**src/rtl/rx_stamp_pkg.sv**
```systemverilog
package rx_stamp_pkg;
  localparam int POS_ET_HI = 12;
  localparam int POS_ET_LO = 13;
  localparam int POS_MSG   = 14;
  localparam int POS_VER   = 15;
  localparam int POS_ID0   = 36;
  localparam int ID_BYTES  = 6;
  localparam int POS_SEQ0  = 44;
  localparam int POS_LAST  = 45;

  localparam int FB_ETYPE_W = 16;
  localparam int FB_EN      = 26;
  localparam int FB_TS      = 30;

  localparam int PT_HIT  = 11;
  localparam int PT_IDX  = 4;
  localparam int PT_IPV4 = 4;
  localparam int PT_IPV6 = 6;
  localparam int PT_TCP  = 8;
  localparam int PT_UDP  = 9;
  localparam int PT_SCTP = 10;
  localparam int ST_TS   = 16;

  typedef enum logic [1:0] {
    L4_NONE = 2'd0,
    L4_TCP  = 2'd1,
    L4_UDP  = 2'd2,
    L4_SCTP = 2'd3
  } l4_kind_e;

  typedef struct packed {
    logic                  en;
    logic                  ts;
    logic [FB_ETYPE_W-1:0] etype;
  } filt_t;

  typedef struct packed {
    logic [7:0]            msg;
    logic [3:0]            ver;
    logic [8*ID_BYTES-1:0] id;
    logic [7:0]            seq_lo;
  } ptp_fld_t;
endpackage

```
**src/rtl/rx_stamp_regs.sv**
```systemverilog
module rx_stamp_regs
  import rx_stamp_pkg::*;
#(
  parameter int N_FILT = 8,
  parameter int ADDR_W = 4
) (
  input  logic              clk_i,
  input  logic              rst_ni,
  input  logic              we_i,
  input  logic [ADDR_W-1:0] addr_i,
  input  logic [31:0]       wdata_i,
  output filt_t             filt_o [N_FILT],
  output logic [7:0]        msg_o,
  output logic              glob_en_o
);
  localparam logic [ADDR_W-1:0] CFG_ADDR  = ADDR_W'(N_FILT);
  localparam logic [ADDR_W-1:0] CTRL_ADDR = ADDR_W'(N_FILT + 1);

  // queue, interrupt and reserved bits of filter words carry no function here
  logic unused_wdata;
  assign unused_wdata = ^{wdata_i[31], wdata_i[29:27], wdata_i[25:16]};

  for (genvar g = 0; g < N_FILT; g++) begin : g_filt
    always_ff @(posedge clk_i or negedge rst_ni) begin
      if (!rst_ni) begin
        filt_o[g] <= '0;
      end else if (we_i && addr_i == ADDR_W'(g)) begin
        filt_o[g].en    <= wdata_i[FB_EN];
        filt_o[g].ts    <= wdata_i[FB_TS];
        filt_o[g].etype <= wdata_i[FB_ETYPE_W-1:0];
      end
    end
  end

  always_ff @(posedge clk_i or negedge rst_ni) begin
    if (!rst_ni) begin
      msg_o     <= '0;
      glob_en_o <= 1'b0;
    end else if (we_i) begin
      if (addr_i == CFG_ADDR)  msg_o     <= wdata_i[15:8];
      if (addr_i == CTRL_ADDR) glob_en_o <= wdata_i[0];
    end
  end
endmodule

```
**src/rtl/rx_stamp_match.sv**
```systemverilog
module rx_stamp_match
  import rx_stamp_pkg::*;
#(
  parameter int N_FILT = 8,
  parameter int IDX_W  = 4
) (
  input  filt_t                 filt_i [N_FILT],
  input  logic [FB_ETYPE_W-1:0] etype_i,
  output logic                  hit_o,
  output logic [IDX_W-1:0]      idx_o,
  output logic                  ts_o
);
  logic [N_FILT-1:0] eq;

  for (genvar g = 0; g < N_FILT; g++) begin : g_cmp
    assign eq[g] = filt_i[g].en && (filt_i[g].etype == etype_i);
  end

  // walk downward so the lowest matching index is the last one assigned
  always_comb begin
    hit_o = 1'b0;
    idx_o = IDX_W'(N_FILT);
    ts_o  = 1'b0;
    for (int k = N_FILT - 1; k >= 0; k--) begin
      if (eq[k]) begin
        hit_o = 1'b1;
        idx_o = IDX_W'(k);
        ts_o  = filt_i[k].ts;
      end
    end
  end
endmodule

```
**src/rtl/rx_stamp_parse.sv**
```systemverilog
module rx_stamp_parse
  import rx_stamp_pkg::*;
#(
  parameter int CNT_W = 6
) (
  input  logic                  clk_i,
  input  logic                  rst_ni,
  input  logic                  vld_i,
  input  logic                  sof_i,
  input  logic                  eof_i,
  input  logic [7:0]            data_i,
  output logic                  sof_beat_o,
  output logic                  eof_beat_o,
  output logic                  at_et_o,
  output logic                  at_last_o,
  output logic [FB_ETYPE_W-1:0] etype_o,
  output ptp_fld_t              fld_o
);
  localparam logic [CNT_W-1:0] CNT_MAX = '1;

  logic [CNT_W-1:0] cnt_q, pos;
  logic [7:0]       et_hi_q;

  assign pos        = sof_i ? '0 : cnt_q;
  assign sof_beat_o = vld_i && sof_i;
  assign eof_beat_o = vld_i && eof_i;
  assign at_et_o    = vld_i && (pos == CNT_W'(POS_ET_LO));
  assign at_last_o  = vld_i && (pos == CNT_W'(POS_LAST));
  assign etype_o    = {et_hi_q, data_i};

  always_ff @(posedge clk_i or negedge rst_ni) begin
    if (!rst_ni) begin
      cnt_q <= '0;
    end else if (vld_i) begin
      cnt_q <= (pos == CNT_MAX) ? CNT_MAX : pos + 1'b1;
    end
  end

  always_ff @(posedge clk_i or negedge rst_ni) begin
    if (!rst_ni) begin
      et_hi_q      <= '0;
      fld_o.msg    <= '0;
      fld_o.ver    <= '0;
      fld_o.seq_lo <= '0;
    end else if (vld_i) begin
      if (pos == CNT_W'(POS_ET_HI)) et_hi_q      <= data_i;
      if (pos == CNT_W'(POS_MSG))   fld_o.msg    <= data_i;
      if (pos == CNT_W'(POS_VER))   fld_o.ver    <= data_i[3:0];
      if (pos == CNT_W'(POS_SEQ0))  fld_o.seq_lo <= data_i;
    end
  end

  for (genvar g = 0; g < ID_BYTES; g++) begin : g_id
    always_ff @(posedge clk_i or negedge rst_ni) begin
      if (!rst_ni) begin
        fld_o.id[8*g +: 8] <= '0;
      end else if (vld_i && pos == CNT_W'(POS_ID0 + g)) begin
        fld_o.id[8*g +: 8] <= data_i;
      end
    end
  end
endmodule

```
**src/rtl/rx_etype_stamp.sv**
```systemverilog
module rx_etype_stamp
  import rx_stamp_pkg::*;
#(
  parameter int  N_FILT = 8,
  parameter int  TS_W   = 64,
  parameter int  CNT_W  = 6,
  localparam int IDX_W  = $clog2(N_FILT + 1),
  localparam int ADDR_W = $clog2(N_FILT + 2),
  localparam int HALF_W = TS_W / 2
) (
  input  logic              clk_i,
  input  logic              rst_ni,
  input  logic              reg_we_i,
  input  logic [ADDR_W-1:0] reg_addr_i,
  input  logic [31:0]       reg_wdata_i,
  input  logic              ts_clr_i,
  input  logic              frm_vld_i,
  input  logic              frm_sof_i,
  input  logic              frm_eof_i,
  input  logic [7:0]        frm_data_i,
  input  logic [TS_W-1:0]   timer_i,
  input  logic              rss_en_i,
  input  logic [3:0]        rss_type_i,
  input  logic              is_ipv4_i,
  input  logic              is_ipv6_i,
  input  logic [1:0]        l4_kind_i,
  output logic              ts_valid_o,
  output logic [HALF_W-1:0] stamp_lo_o,
  output logic [HALF_W-1:0] stamp_hi_o,
  output logic [31:0]       src_id_o,
  output logic [31:0]       src_seq_o,
  output logic              done_o,
  output logic [IDX_W-1:0]  filt_idx_o,
  output logic [15:0]       pkt_type_o,
  output logic [31:0]       stat_o
);
  localparam int SEL_W = $clog2(N_FILT);
  localparam logic [IDX_W-1:0] NO_HIT = IDX_W'(N_FILT);

  filt_t                 filt [N_FILT];
  logic [7:0]            msg_cfg;
  logic                  glob_en;
  logic                  sof_beat, eof_beat, at_et, at_last;
  logic [FB_ETYPE_W-1:0] etype;
  ptp_fld_t              fld;
  logic                  c_hit, c_ts;
  logic [IDX_W-1:0]      c_idx;

  rx_stamp_regs #(.N_FILT(N_FILT), .ADDR_W(ADDR_W)) u_regs (
    .clk_i, .rst_ni,
    .we_i      (reg_we_i),
    .addr_i    (reg_addr_i),
    .wdata_i   (reg_wdata_i),
    .filt_o    (filt),
    .msg_o     (msg_cfg),
    .glob_en_o (glob_en)
  );

  rx_stamp_parse #(.CNT_W(CNT_W)) u_parse (
    .clk_i, .rst_ni,
    .vld_i      (frm_vld_i),
    .sof_i      (frm_sof_i),
    .eof_i      (frm_eof_i),
    .data_i     (frm_data_i),
    .sof_beat_o (sof_beat),
    .eof_beat_o (eof_beat),
    .at_et_o    (at_et),
    .at_last_o  (at_last),
    .etype_o    (etype),
    .fld_o      (fld)
  );

  rx_stamp_match #(.N_FILT(N_FILT), .IDX_W(IDX_W)) u_match (
    .filt_i  (filt),
    .etype_i (etype),
    .hit_o   (c_hit),
    .idx_o   (c_idx),
    .ts_o    (c_ts)
  );

  // per-frame match state, loaded on the EtherType low-byte beat
  logic             hit_q, ts_q, took_q;
  logic [IDX_W-1:0] idx_q;
  logic             eff_hit, eff_ts, eff_took, take;
  logic [IDX_W-1:0] eff_idx;

  always_comb begin
    if (at_et) begin
      eff_hit = c_hit;
      eff_idx = c_idx;
      eff_ts  = c_ts;
    end else if (sof_beat) begin
      eff_hit = 1'b0;
      eff_idx = NO_HIT;
      eff_ts  = 1'b0;
    end else begin
      eff_hit = hit_q;
      eff_idx = idx_q;
      eff_ts  = ts_q;
    end
  end

  assign take = at_last && eff_hit && eff_ts && glob_en && !ts_valid_o &&
                (fld.ver == 4'd2) && (fld.msg == msg_cfg);
  assign eff_took = take || (took_q && !sof_beat);

  always_ff @(posedge clk_i or negedge rst_ni) begin
    if (!rst_ni) begin
      hit_q  <= 1'b0;
      ts_q   <= 1'b0;
      idx_q  <= NO_HIT;
      took_q <= 1'b0;
    end else if (frm_vld_i) begin
      hit_q  <= eff_hit;
      ts_q   <= eff_ts;
      idx_q  <= eff_idx;
      took_q <= eff_took;
    end
  end

  // capture registers; capture outranks a coincident clear
  always_ff @(posedge clk_i or negedge rst_ni) begin
    if (!rst_ni) begin
      ts_valid_o <= 1'b0;
    end else if (take) begin
      ts_valid_o <= 1'b1;
    end else if (ts_clr_i) begin
      ts_valid_o <= 1'b0;
    end
  end

  always_ff @(posedge clk_i or negedge rst_ni) begin
    if (!rst_ni) begin
      stamp_lo_o <= '0;
      stamp_hi_o <= '0;
      src_id_o   <= '0;
      src_seq_o  <= '0;
    end else if (take) begin
      stamp_lo_o <= timer_i[HALF_W-1:0];
      stamp_hi_o <= timer_i[TS_W-1:HALF_W];
      src_id_o   <= fld.id[31:0];
      src_seq_o  <= {frm_data_i, fld.seq_lo, fld.id[47:32]};
    end
  end

  // metadata
  logic [15:0] rss_term, pt_d;

  assign rss_term = rss_en_i ? {12'd0, rss_type_i} : 16'd0;

  always_comb begin
    pt_d = rss_term;
    if (eff_hit) begin
      pt_d[PT_HIT] = 1'b1;
      pt_d[PT_IDX +: SEL_W] = eff_idx[SEL_W-1:0];
    end else begin
      pt_d[PT_IPV4] = is_ipv4_i;
      pt_d[PT_IPV6] = is_ipv6_i;
      unique case (l4_kind_e'(l4_kind_i))
        L4_TCP:  pt_d[PT_TCP]  = 1'b1;
        L4_UDP:  pt_d[PT_UDP]  = 1'b1;
        L4_SCTP: pt_d[PT_SCTP] = 1'b1;
        default: ;
      endcase
    end
  end

  always_ff @(posedge clk_i or negedge rst_ni) begin
    if (!rst_ni) begin
      done_o     <= 1'b0;
      filt_idx_o <= NO_HIT;
      pkt_type_o <= '0;
      stat_o     <= '0;
    end else begin
      done_o <= eof_beat;
      if (eof_beat) begin
        filt_idx_o    <= eff_idx;
        pkt_type_o    <= pt_d;
        stat_o        <= '0;
        stat_o[ST_TS] <= eff_took;
      end
    end
  end
endmodule

```
**config.mk**
```make
export PLATFORM = sky130hd
export DESIGN_NAME = rx_etype_stamp
export DESIGN_NICKNAME = d
export VERILOG_FILES = /design/src/rtl/rx_stamp_pkg.sv /design/src/rtl/rx_stamp_regs.sv /design/src/rtl/rx_stamp_match.sv /design/src/rtl/rx_stamp_parse.sv /design/src/rtl/rx_etype_stamp.sv
export SDC_FILE = /design/constraint.sdc
export NUM_CORES = 1
export LEC_CHECK = 0
export BUFFER_PORTS_ARGS = -buffer_cell sky130_fd_sc_hd__buf_4
export CAP_MARGIN = 20
export CORE_MARGIN = 4
export CORE_UTILIZATION = 50
export CTS_BUF_LIST = sky130_fd_sc_hd__clkbuf_8
export CTS_CLUSTER_SIZE = 25
export DETAILED_ROUTE_END_ITERATION = 6
export GPL_TIMING_DRIVEN = 0
export PLACE_DENSITY_LB_ADDON = 0.25
export SYNTH_ARGS = -nofsm -noshare
export SYNTH_HDL_FRONTEND = slang
export SYNTH_SLANG_ARGS = --single-unit
export TNS_END_PERCENT = 5
```
**constraint.sdc**
```tcl
create_clock -name clk_i -period 2.81 [get_ports clk_i]
set_input_delay 0.562 -clock clk_i [delete_from_list [all_inputs] [get_ports clk_i]]
set_output_delay 0.562 -clock clk_i [all_outputs]
set_load 0.05 [all_outputs]
```
==> flow_metrics.tcl, run 1 <==
set metrics [dict create \
    final_cell_mix "dfrtp_1 (386), buf_4 (289), mux2_2 (231), mux2_4 (88), clkbuf_8 (81)" \
    tritoncts "built" \
    holdPathEnd "pkt_type_o[8]$_DFFE_PN0P_" \
    yosysUniqueCellTypes 55 \
    wl_per_cell_um 21.3 \
    synth_top_area_share_pct 56.2 \
    clock_skew_ns 0.0274 \
    die_width_um 193 \
    viasPerCell 5.25 \
    htree_num_levels 3 \
    track_usage_pct 23.2 \
    dp.final_hpwl_um 31000 \
    synth_edf_count 0 \
    r2r_start "u_regs.filt_o[92]$_DFFE_PN0P_" \
    fillers 2612 \
    min-delay-start "l4_kind_i[1]" \
    slew_headroom_pct 30.0 \
    p_leak_nw 10.6 \
    grt_pass1_vias 11500 \
    numCtsBuffers 67 \
    yosysWarnings 0 \
    drtAntennaViolNets 0 \
    ir_drop_mv 0.442 \
    dr_total_vias 10900 \
    status "finished clean" \
    async_flop_share_pct 100 \
    startpoint_type "flip-flop" \
    holdWs_ns 0.187 \
    syn_inst 1210 \
    grt_max_degree 118 \
    setup_ws_ns 0.158 \
    multi_input_area_um2 7000 \
    synth_seq_cells 388 \
    final_common_cell "dfrtp_1" \
    start_util_pct 51.0 \
    io_pins 306 \
    synth_ff_type "dfrtp_1" \
    end_kind "flip-flop" \
    dp_cells 1943 \
    hold_path_depth 2 \
    die_h_um 193 \
    p_per_area_nw_per_um2 673 \
    netlist_area_um2 17200 \
    r2r-end "filt_idx_o[2]$_DFFE_PN0P_" \
    clkLatencyLatePin_ns 0.58 \
    required_ns 3.27 \
    r2r_cells 8 \
    arrival_ns 3.11 \
    worstHoldPathType "input pin to flip-flop" \
    die_area_um2 37400 \
    clock.fmax_ghz 0.377 \
    utilization_pct 63.0 \
    grt_pass1_wl_um 68100 \
    seq_area_um2 9710 \
    gr-total-overflow 0 \
    critPathKind "flip-flop to flip-flop" \
    rsz0062_at_grt "false" \
    dr.pass1.iters 4 \
    pre_cts_slack_ns -0.561 \
    synth_top_area_cell "dfrtp_1" \
    drc 0 \
    final_cells 2069 \
    min_period_over_period_pct 94.4 \
    drv_cap 0 \
    antenna_found_initial 5 \
    synthToLayoutAreaGrowth_pct 23.6 \
    tightest_slew_ns 1.05 \
    finalWirelength_um 44000 \
    rows 67 \
    core-area_um2 33700 \
    syn_avg_cell_area_um2 14.2 \
    clk_pin_slew_ns 0.06 \
    setup_viol 0 \
    yosysSeqAreaShare_pct 56.5 \
    fin_crit_ns 2.65 \
    hold_violations 0 \
    regToRegSetupSlack_ns 0.16 \
    clock_sinks 388 \
    drt_iter0_markers 538 \
    power_mw 14.3 \
    place.gp.congestion 0.895 \
    io_buffers 247 \
    root_buffer "clkbuf_8" \
    drv_slew 0 \
    drive_above_1_share_pct 46.5 \
    synthTopCellsByArea "dfrtp_1 (56%), mux2_2 (15%), mux2_4 (7.7%)" \
    finalNetCount 1697 \
    crit_fanout 5 \
    cts.path.max_buffers 3 \
]
==> critical path, cell delays in order (launching register included) <==
cell and delay, ns:
dfrtp_1 0.39, xor2_1 0.15, nor4_2 0.46, nand2_1 0.13, or4_4 0.58, and4b_1 0.26, nor2b_1 0.14, o21bai_4 0.19
mux2_4 0.25
==> synth_stat cells (10+ instances only) <==
| cell type | count |
|---|---|
| a21oi_1 | 10 |
| buf_6 | 15 |
| nand3_1 | 17 |
| buf_4 | 37 |
| xor2_1 | 63 |
| nand4_1 | 16 |
| clkbuf_1 | 24 |
| mux2_4 | 88 |
| nand2_1 | 51 |
| inv_1 | 11 |
| buf_2 | 14 |
| dfrtp_1 | 386 |
| mux2_2 | 231 |
| nor4_1 | 19 |
| xnor2_1 | 74 |
| nor2_1 | 24 |
| mux2_1 | 41 |
==> sequential cells by signal (all words and copies together) (netlist names) <==
signal            flops
done_o                1
filt_idx_o            4
hit_q                 1
idx_q                 4
pkt_type_o           11
src_id_o             32
src_seq_o            32
stamp_hi_o           32
stamp_lo_o           32
stat_o                1
took_q                1
ts_q                  1
ts_valid_o            1
u_parse.cnt_q         6
u_parse.et_hi_q       8
u_parse.fld_o        68
u_regs.filt_o       144
u_regs.glob_en_o      1
u_regs.msg_o          8
==> how the worst max path moves through the flow <==
| stage | start | end | slack, ns | cells after the start |
|---|---|---|---|---|
| after floorplan | frm_sof_i | src_id_o[15]$_DFFE_PN0P_ | 0.11 | 12 |
| after global placement | rst_ni | u_regs.filt_o[33]$_DFFE_PN0P_ | -2.64 | 1 |
| after detailed placement | frm_sof_i | stamp_lo_o[26]$_DFFE_PN0P_ | -0.56 | 13 |
| after CTS | u_regs.filt_o[92]$_DFFE_PN0P_ | pkt_type_o[4]$_DFFE_PN0P_ | 0.001 | 10 |
| after global routing | u_parse.et_hi_q[1]$_DFFE_PN0P_ | stamp_lo_o[26]$_DFFE_PN0P_ | 0.01 | 10 |
| final | u_regs.filt_o[92]$_DFFE_PN0P_ | filt_idx_o[2]$_DFFE_PN0P_ | 0.16 | 8 |
==> routing by layer <==
layer | track usage, % | wire, um | vias to the layer above | part of all wire [%]
met4 | 9.47 | 1700 | 2 | 3.9
li1 | - | - | 4896 | -
met5 | 0 | 13 | - | 0.030
met2 | 38.5 | 21500 | 338 | 49
met3 | 5.86 | 2510 | 92 | 5.7
met1 | 29.4 | 18400 | 5527 | 42
==> layout make-up <==
| class | count | share of cell area (%) |
|---|---|---|
| clock buffer | 81 | 5.25 |
| timing repair buffer | 256 | 9.38 |
| sequential | 388 | 45.7 |
| tap | 448 | 2.64 |
| antenna | 4 | 0.0471 |
| buffer | 91 | 2.90 |
| clock inverter | 36 | 0.895 |
| multi-input combinational | 753 | 33.0 |
| inverter | 12 | 0.212 |
==> cell families (layout without fill, tap and decap cells) <==
family          count (synthesis)  in the layout  synth area share (%)
other cells                     1             40                0.0218
buf+inv                       104            476                  3.84
fa+ha+maj                       4              4                 0.291
compound gates                 46             46                  1.79
flops                         388            388                  56.5
xor+xnor                      137            137                  6.98
mux                           360            360                  25.5
simple gates                  170            170                  5.09
==> stage by stage <==
step           setup TNS, ns  cell area, um^2
6_report                   0            21200
5_1_grt                    0            21200
4_1_cts                    0            21200
3_5_place_dp          -71.62            19800
3_3_place_gp        -1070.10            19700
2_1_floorplan              0            17300
==> timing repair <==
action | 4_1_cts | 5_1_grt
buffers inserted | 2 | 3
setup endpoints to repair | 130 | 114
endpoints found under the hold margin | 71 | 0
pin swaps | 1 | 2
hold buffers | 1 | 0
resized for setup | 2 | 11
==> where the power goes <==
group	internal [mW]	leakage (nW)	switching, mW	total [mW]
registers	6.24	5.11	0.408	6.65
clock network	2.70	0.763	2.24	4.94
logic	1.29	4.69	1.41	2.70
Power figures use the tool's default switching activity.
==> run 2: changes to the inputs <==
- REMOVE_ABC_BUFFERS: default -> 1
==> flow_metrics.tcl, run 2 (synthesis gave the netlist of run 1 again) <==
set metrics [dict create \
    critical-path-max-stage-delay_ns 0.57 \
    drtAntennaViolNets 0 \
    fillers 2531 \
    root_buffer "clkbuf_8" \
    io_buffers 255 \
    place.gp.congestion 0.827 \
    critPathKind "flip-flop to flip-flop" \
    dr_total_vias 10600 \
    tritoncts "built" \
    regToRegSetupSlack_ns 0.11 \
    drc 0 \
    slew_headroom_pct 26.3 \
    rsz0062_at_grt "true" \
    drive_above_1_share_pct 47.2 \
    end_kind "flip-flop" \
    final_cells 2006 \
    final_common_cell "dfrtp_1" \
    gr-total-overflow 0 \
    wl_met1_um 17800 \
    synthToLayoutAreaGrowth_pct 22.7 \
    core-area_um2 33700 \
    viasPerCell 5.28 \
    ir_drop_mv 0.475 \
    reg_top3 "u_regs.filt_o x144, u_parse.fld_o x68" \
    arrival_ns 3.16 \
    cts.path.max_buffers 3 \
    startpoint_type "flip-flop" \
    wl_per_cell_um 20.2 \
    p_per_area_nw_per_um2 685 \
    antenna_found_initial 0 \
    design_area_um2 21100 \
    clk_pin_slew_ns 0.06 \
    largest_reg_flops 144 \
    die_width_um 193 \
    drv_cap 0 \
    status "finished clean" \
    dp_cells 1866 \
    drt_iter0_markers 425 \
    slowest_stage "or4_1" \
    start_util_pct 51.0 \
    die_area_um2 37400 \
    io_pins 306 \
    finalNetCount 1637 \
    rows 67 \
    final_cell_mix "dfrtp_1 (378), buf_4 (271), mux2_2 (231), mux2_4 (88), clkbuf_8 (82)" \
    track_usage_pct 21.4 \
    dp.final_hpwl_um 26500 \
    pre_cts_slack_ns -0.874 \
    clock_sinks 388 \
    dr.pass1.iters 4 \
    die_h_um 193 \
    finalWirelength_um 40500 \
    routed-wl-met3_um 1860 \
    fin_crit_ns 2.70 \
    min_period_over_period_pct 96.1 \
    clock.fmax_ghz 0.370 \
    drv_slew 0 \
    top_layer_used "met4" \
    grt_pass1_wl_um 63900 \
    top_register "u_regs.filt_o" \
    worstHoldPathType "input pin to flip-flop" \
    cp_top_family "simple AND/OR/NAND/NOR gates" \
    grt_pass1_vias 11100 \
    p_leak_nw 10.4 \
    clock_skew_ns 0.0235 \
    dr_wl_met2_um 20100 \
    crit_chain "buf_4 -> xor2_1 -> nor4_1 -> nand2_1 -> or4_1 -> o211ai_1 -> a311oi_1 -> a31oi_1 -> o31ai_1" \
    n_antenna_cell 0 \
    setup_ws_ns 0.109 \
    tightest_slew_ns 1.11 \
    required_ns 3.27 \
    grt_max_degree 116 \
    htree_num_levels 3 \
    setup_viol 0 \
    hold_violations 0 \
    crit_fanout 8 \
    numCtsBuffers 67 \
    dpl_cell_area_um2 19400 \
    clkLatencyLatePin_ns 0.60 \
    cp_num_buf_inv 1 \
]
[run 2: report_power, final]
part	switching [mW]	total [mW]	internal, mW
clock	2.28	5.12	2.84
sequential	0.602	6.86	6.26
combinational	1.18	2.47	1.30
[run 2: per-layer routing]
layer | GRT usage, % | vias up
li1 | - | 4784
met1 | 28.7 | 5469
met2 | 36.1 | 273
met3 | 4.00 | 58
met4 | 6.22 | 0
met5 | 0 | -
[run 2: layout make-up]
class / instances / area (um^2) / area share [%]
multi-input combinational: 754 / 7060 / 33.5
sequential: 388 / 9730 / 46.1
timing repair buffer: 286 / 2340 / 11.1
clock inverter: 36 / 234 / 1.11
clock buffer: 82 / 1130 / 5.35
inverter: 12 / 45.0 / 0.214
tap: 448 / 561 / 2.66
[run 2: timing repair]
item,in CTS,in global routing
hold buffers,1,0
resized for setup,13,15
buffers inserted,5,12
pin swaps,3,3
setup endpoints to repair,107,36
hold endpoints to repair,64,0
gates cloned,3,0
[run 2: path summary, 6_finish.rpt]
check                                               startpoint                           end  depth (start not counted)
worst max-delay path            u_parse.et_hi_q[2]$_DFFE_PN0P_     pkt_type_o[5]$_DFFE_PN0P_                          9
worst min-delay path                              l4_kind_i[1]     pkt_type_o[8]$_DFFE_PN0P_                          2
worst max register to register  u_parse.et_hi_q[2]$_DFFE_PN0P_     pkt_type_o[5]$_DFFE_PN0P_                          9
worst min register to register       pkt_type_o[2]$_DFFE_PN0P_     pkt_type_o[2]$_DFFE_PN0P_                          2
max in group asynchronous                               rst_ni  u_regs.filt_o[9]$_DFFE_PN0P_                          4
min in group asynchronous                               rst_ni    stamp_hi_o[23]$_DFFE_PN0P_                          2
[run 2: metrics by stage]
step / power [mW] / hold slack (ns) / setup TNS, ns / util, %
4_1_cts: 14.5 / 0.127 / 0 / 62.1
3_3_place_gp: 9.14 / 0.454 / -1724.88 / 56.9
5_1_grt: 15.2 / 0.144 / -0.0360 / 62.6
2_1_floorplan: 8.40 / 0.266 / -448.78 / -
3_5_place_dp: 9.25 / 0.462 / -75.47 / 57.6
6_report: 14.5 / 0.160 / 0 / 62.6
